[src/rtl/lnr_pkg.sv]
`timescale 1ns/1ps
package lnr_pkg;

  typedef enum logic [1:0] {
    SES_FRESH  = 2'd0,
    SES_MANUAL = 2'd1,
    SES_LOCKED = 2'd2
  } ses_state_t;

  function automatic int unsigned len_after_key(int unsigned len,
                                                bit restart,
                                                int unsigned depth);
    if (restart)          return 1;
    else if (len < depth) return len + 1;
    else                  return len;
  endfunction

  function automatic bit ovf_after_key(bit ovf,
                                       int unsigned len,
                                       bit restart,
                                       int unsigned depth);
    if (restart)           return 1'b0;
    else if (len >= depth) return 1'b1;
    else                   return ovf;
  endfunction

  function automatic int unsigned write_slot(int unsigned len, bit restart);
    return restart ? 0 : len;
  endfunction

  function automatic bit is_last(int unsigned ptr, int unsigned len);
    return (len != 0) && (ptr == len - 1);
  endfunction

endpackage

[src/rtl/lnr_session.sv]
`timescale 1ns/1ps
module lnr_session
  import lnr_pkg::*;
(
  input  logic       clk,
  input  logic       rst_n,
  input  logic       off_hook,
  input  logic       key_vld,
  input  logic       redial_key,
  input  logic       store_nonempty,
  input  logic       store_inhibit,
  output logic       wr_en,
  output logic       restart,
  output logic       redial_go,
  output logic       locked
);

  ses_state_t state_q;

  always_comb begin
    restart   = off_hook && key_vld && (state_q == SES_FRESH);
    wr_en     = off_hook && key_vld && (state_q != SES_LOCKED);
    redial_go = off_hook && redial_key && !key_vld &&
                (state_q == SES_FRESH) && store_nonempty && !store_inhibit;
    locked    = (state_q == SES_LOCKED);
  end

  always_ff @(posedge clk or negedge rst_n) begin
    if (!rst_n) begin
      state_q <= SES_FRESH;
    end else if (!off_hook) begin
      state_q <= SES_FRESH;
    end else if (redial_go) begin
      state_q <= SES_LOCKED;
    end else if (key_vld && state_q == SES_FRESH) begin
      state_q <= SES_MANUAL;
    end
  end

endmodule

[src/rtl/lnr_store.sv]
`timescale 1ns/1ps
module lnr_store
  import lnr_pkg::*;
#(
  parameter int unsigned DEPTH  = 31,
  parameter int unsigned CODE_W = 4,
  localparam int unsigned LEN_W = $clog2(DEPTH + 1)
)(
  input  logic              clk,
  input  logic              rst_n,
  input  logic              wr_en,
  input  logic              restart,
  input  logic [CODE_W-1:0] wr_code,
  input  logic [LEN_W-1:0]  rd_idx,
  output logic [CODE_W-1:0] rd_code,
  output logic [LEN_W-1:0]  len,
  output logic              inhibit
);

  logic [LEN_W-1:0]  len_q;
  logic              ovf_q;
  logic [LEN_W-1:0]  slot;
  logic              slot_ok;
  logic [CODE_W-1:0] cell_q [DEPTH];

  always_comb begin
    slot    = LEN_W'(write_slot(int'(len_q), restart));
    slot_ok = wr_en && (restart || (int'(len_q) < int'(DEPTH)));
  end

  for (genvar g = 0; g < DEPTH; g++) begin : g_cell
    always_ff @(posedge clk or negedge rst_n) begin
      if (!rst_n) begin
        cell_q[g] <= '0;
      end else if (slot_ok && slot == LEN_W'(g)) begin
        cell_q[g] <= wr_code;
      end
    end
  end

  always_ff @(posedge clk or negedge rst_n) begin
    if (!rst_n) begin
      len_q <= '0;
      ovf_q <= 1'b0;
    end else if (wr_en) begin
      len_q <= LEN_W'(len_after_key(int'(len_q), restart, DEPTH));
      ovf_q <= ovf_after_key(ovf_q, int'(len_q), restart, DEPTH);
    end
  end

  always_comb begin
    rd_code = '0;
    for (int i = 0; i < DEPTH; i++) begin
      if (rd_idx == LEN_W'(i)) rd_code = cell_q[i];
    end
  end

  assign len     = len_q;
  assign inhibit = ovf_q;

endmodule

[src/rtl/lnr_replay.sv]
`timescale 1ns/1ps
module lnr_replay
  import lnr_pkg::*;
#(
  parameter int unsigned DEPTH  = 31,
  localparam int unsigned LEN_W = $clog2(DEPTH + 1)
)(
  input  logic             clk,
  input  logic             rst_n,
  input  logic             off_hook,
  input  logic             redial_go,
  input  logic [LEN_W-1:0] len,
  input  logic             q_rdy,
  output logic [LEN_W-1:0] rd_idx,
  output logic             active,
  output logic             fire
);

  logic [LEN_W-1:0] ptr_q;
  logic             act_q;
  logic             at_end;

  always_comb begin
    fire   = act_q && q_rdy;
    at_end = is_last(int'(ptr_q), int'(len));
  end

  always_ff @(posedge clk or negedge rst_n) begin
    if (!rst_n) begin
      act_q <= 1'b0;
      ptr_q <= '0;
    end else if (!off_hook) begin
      act_q <= 1'b0;
      ptr_q <= '0;
    end else if (redial_go) begin
      act_q <= 1'b1;
      ptr_q <= '0;
    end else if (fire) begin
      if (at_end) begin
        act_q <= 1'b0;
        ptr_q <= '0;
      end else begin
        ptr_q <= ptr_q + 1'b1;
      end
    end
  end

  assign rd_idx = ptr_q;
  assign active = act_q;

endmodule

[src/rtl/lnr_buffer.sv]
`timescale 1ns/1ps
module lnr_buffer
  import lnr_pkg::*;
#(
  parameter int unsigned DEPTH  = 31,
  parameter int unsigned CODE_W = 4,
  localparam int unsigned LEN_W = $clog2(DEPTH + 1)
)(
  input  logic              clk,
  input  logic              rst_n,
  input  logic              off_hook,
  input  logic              key_vld,
  input  logic [CODE_W-1:0] key_code,
  input  logic              redial_key,
  input  logic              q_rdy,
  output logic              out_vld,
  output logic [CODE_W-1:0] out_code,
  output logic              inhibit
);

  logic             wr_en;
  logic             restart;
  logic             redial_go;
  logic             locked;
  logic             fire;
  logic [LEN_W-1:0] store_len;
  logic [LEN_W-1:0] rd_idx;
  logic             store_nonempty;

  assign store_nonempty = (store_len != '0);

  lnr_session u_session (
    .clk            (clk),
    .rst_n          (rst_n),
    .off_hook       (off_hook),
    .key_vld        (key_vld),
    .redial_key     (redial_key),
    .store_nonempty (store_nonempty),
    .store_inhibit  (inhibit),
    .wr_en          (wr_en),
    .restart        (restart),
    .redial_go      (redial_go),
    .locked         (locked)
  );

  lnr_store #(.DEPTH(DEPTH), .CODE_W(CODE_W)) u_store (
    .clk     (clk),
    .rst_n   (rst_n),
    .wr_en   (wr_en),
    .restart (restart),
    .wr_code (key_code),
    .rd_idx  (rd_idx),
    .rd_code (out_code),
    .len     (store_len),
    .inhibit (inhibit)
  );

  lnr_replay #(.DEPTH(DEPTH)) u_replay (
    .clk       (clk),
    .rst_n     (rst_n),
    .off_hook  (off_hook),
    .redial_go (redial_go),
    .len       (store_len),
    .q_rdy     (q_rdy),
    .rd_idx    (rd_idx),
    .active    (out_vld),
    .fire      (fire)
  );

endmodule

[config.mk]
export PLATFORM = sky130hd
export DESIGN_NAME = lnr_buffer
export DESIGN_NICKNAME = d
export VERILOG_FILES = /design/src/rtl/lnr_pkg.sv /design/src/rtl/lnr_session.sv /design/src/rtl/lnr_store.sv /design/src/rtl/lnr_replay.sv /design/src/rtl/lnr_buffer.sv
export SDC_FILE = /design/constraint.sdc
export NUM_CORES = 1
export LEC_CHECK = 0
export ABC_AREA = 1
export CAP_MARGIN = 20
export CORE_MARGIN = 4
export CORE_UTILIZATION = 45
export CTS_CLUSTER_SIZE = 25
export DETAILED_ROUTE_END_ITERATION = 8
export SYNTH_ARGS = -nofsm -noshare
export SYNTH_HDL_FRONTEND = slang
export SYNTH_SLANG_ARGS = --single-unit
[constraint.sdc]
create_clock -name clk -period 4 [get_ports clk]
set_clock_uncertainty 0.05 [all_clocks]
set_input_delay 0.4 -clock clk [delete_from_list [all_inputs] [get_ports clk]]
set_output_delay 0.4 -clock clk [all_outputs]
set_load 0.05 [all_outputs]
==> results.yml <==
run_status:
  status: "finished with violations"
  violations: "negative setup slack"
sta:
  period_share_pct: 103
  layout_setup_ws_ns: -0.109
  setup_viol: 2
  layout_min_cycle_time_ns: 4.11
  max_freq_mhz: 243
  grt_setup_unrepaired: "true"
  tightest_slew_ns: 1.10
  slew_violations: 0
  hold_violations: 0
  setup_tns_ns: -0.201
  slew_headroom_pct: 26.5
synth:
  synthTopCellsByArea: "dfrtp_1 49%, nand2_1 17%, o21ai_0 11%"
  yosys_warnings: 0
  async_flop_share_pct: 100
  ys_seq_area_share_pct: 48.7
  netlist.area_leader.share_pct: 48.7
  synthTopCellsByCount: "329 x nand2_1, 155 x o21ai_0, 138 x dfrtp_1"
  syn-instance-count: 960
  yosysUniqueCellTypes: 32
  synth_edf_count: 0
  netlist_area_um2: 7100
  yosys.cell_count.top_type: "nand2_1"
  ys_ff_latch: 138
  synth_top_flop_cell: "dfrtp_1"
  synth_top_area_cell: "dfrtp_1"
  synth_fp_nets: 978
  syn_area_per_cell_um2: 7.39
clock_tree:
  clock_insertion_delay_worst_skew_ns: 0.43
  clkSlewWorstSetupHoldPaths_ns: 0.06
  htreeDepth: 4
  cts_buffers: 17
  cts_tree: "done"
  cts.sinks: 138
  clockBufferDepth: 2
  cts_root_buffer: "clkbuf_16"
worst_setup_path:
  max_stage_delay_ns: 0.45
  critPathLaunchType: "register"
  r2r-start: "u_store.len[0]"
  crit_end: "out_code[0]"
  crit_path_max_fanout: 6
  worst_setup_path_end_kind: "output port"
  cp.arrival_ns: 3.66
  rr_worst_depth: 14
  crit_required_ns: 3.55
  cp_top_family: "simple AND/OR/NAND/NOR gates"
  path_common_cell: "nand2_1"
  cpMaxStageDelayCell: "dfrtp_2"
  critPathBufInv: 2
  worst-setup-path-type: "register to output port"
  path_depth: 37
  critPathLaunch: "u_replay.rd_idx[1]"
  r2r_end: "u_replay.rd_idx[3]"
  rrSetupSlack_ns: 1.44
die:
  dieArea_um2: 17800
  die_width_um: 134
  io_pins: 16
  die_h_um: 134
  coreArea_um2: 15300
  rows: 45
  initial_core_util_pct: 46.3
power:
  total_leakage_power_uw: 0.00407
  vdd_drop_max_uv: 454
  pwr-share-seq_pct: 38.0
  power_density_nw_per_um2: 590
  switching_share_pct: 35.5
  p_switching_uw: 1820
  intPower_uw: 3310
  p_clk_share_pct: 29.6
  finalPower_uw: 5130
  pwr-share-comb_pct: 32.4
detailed_routing:
  drt_wl_total_um: 19300
  ant_nets: 0
  drtIter0Drc: 434
  drc_errors: 0
  avgRoutedWirePerCell_um: 15.5
  vias_per_cell: 5.07
  firstDrtPassIters: 5
  vias: 6322
placed_design:
  place_ws_ns: 0.120
  post-dp-hpwl_um: 13300
  place_inst: 1193
  gp_congestion: 0.919
  place_area_um2: 7690
  portBuffers: 15
global_routing:
  grt_max_degree: 77
  grt_pass1_wl_um: 32000
  grt_antenna_before_repair: 0
  grt_remaining_overflow: 0
  grt.total_usage_pct: 22.6
  grt_pass1_vias: 5991
flow_run:
  cap_violations: 0
worst_hold_path:
  worstHoldPathType: "register to register"
final_layout:
  stdcell_count: 1247
  final_nets: 1043
  fin_area_um2: 8700
  diodes: 0
  area_growth_pct: 22.6
  drive_gt1_share_pct: 14.5
worst min-delay path by stage:
| stage | startpoint | endpoint | slack, ns | depth (start not counted) |
|---|---|---|---|---|
| floorplan | rst_n | u_replay.active | 0.05 | 0 |
| global placement | rst_n | u_store.cell_q[64] | 0.38 | 1 |
| detailed placement | rst_n | u_store.cell_q[64] | 0.38 | 1 |
| CTS | u_store.cell_q[51] | u_store.cell_q[51] | 0.43 | 2 |
| global route | u_store.cell_q[12] | u_store.cell_q[12] | 0.45 | 2 |
| finish | u_store.cell_q[51] | u_store.cell_q[51] | 0.43 | 2 |
tightest hold or removal path: cells and delay by family, from the launching register on:
kind | cells | cell delay [ns]
and+or+nand+nor | 1 | 0.05
AOI/OAI and AO/OA | 1 | 0.06
DFF | 1 | 0.33
registers in the layout, indices dropped and copies added, names as in the netlist:
signal	flops
u_store.inhibit	1
u_store.cell_q	124
u_session.state_q	2
u_replay.active	1
u_replay.rd_idx	5
u_store.len	5
final cells by class:
cell class / instances / area (µm²)
fill: 1433 / 6620
sequential: 138 / 3460
multi-input combinational: 700 / 3370
timing repair buffer: 66 / 657
clock buffer: 19 / 433
inverter: 102 / 393
tap: 211 / 264
clock inverter: 11 / 126
cell usage in the layout (no fill, tap or decap), types with 17 or more instances in the layout:
cell,synthesis,final
buf_4,1,42
nand3_1,27,22
nor2_1,81,79
nand2_2,1,20
nand2_1,329,309
dfrtp_1,138,134
o21ai_0,155,149
clkbuf_16,0,17
a21oi_1,39,38
inv_1,98,94
logic make-up (layout without fill, tap and decap cells):
family	after synthesis	count (layout)	share of synthesized area, %
and+or+nand+nor	478	478	27.4
AOI/OAI and AO/OA	206	206	14.8
DFF	138	138	48.7
buffers and inverters	122	198	6.74
adders and majority gates	8	8	1.41
xor gates and xnor gates	8	8	0.988
metrics by stage:
stage | utilization, % | hold slack (ns)
after floorplan | - | 0.0544
after global placement | 50.0 | 0.385
after detailed placement | 50.2 | 0.384
after CTS | 55.6 | 0.432
after global routing | 56.8 | 0.448
final | 56.8 | 0.429
power groups by stage:
stage          Clock (µW)  Sequential, µW  Combinational (µW)
2_1_floorplan           0            1910                1000
3_3_place_gp            0            1970                1480
3_5_place_dp            0            1960                1500
4_1_cts              1540            1950                1570
5_1_grt              1620            1990                1890
6_report             1520            1950                1670
what timing repair did:
action | CTS | global route
hold buffers | 1 | 0
buffers inserted | 13 | 9
endpoints found under the hold margin | 62 | 0
pin swaps | 11 | 37
gates resized for setup | 36 | 35
setup endpoints to repair | 4 | 4
metal layers:
metal | vias up | track usage (%) | share of wire (%)
met1 | 2945 | 32.2 | 48
met2 | 146 | 35.4 | 46
met3 | 22 | 4.61 | 4.2
met5 | - | 0 | 0
met4 | 0 | 5.89 | 1.4
li1 | 3209 | - | -
No activity file was read; power rests on OpenSTA's default activity.
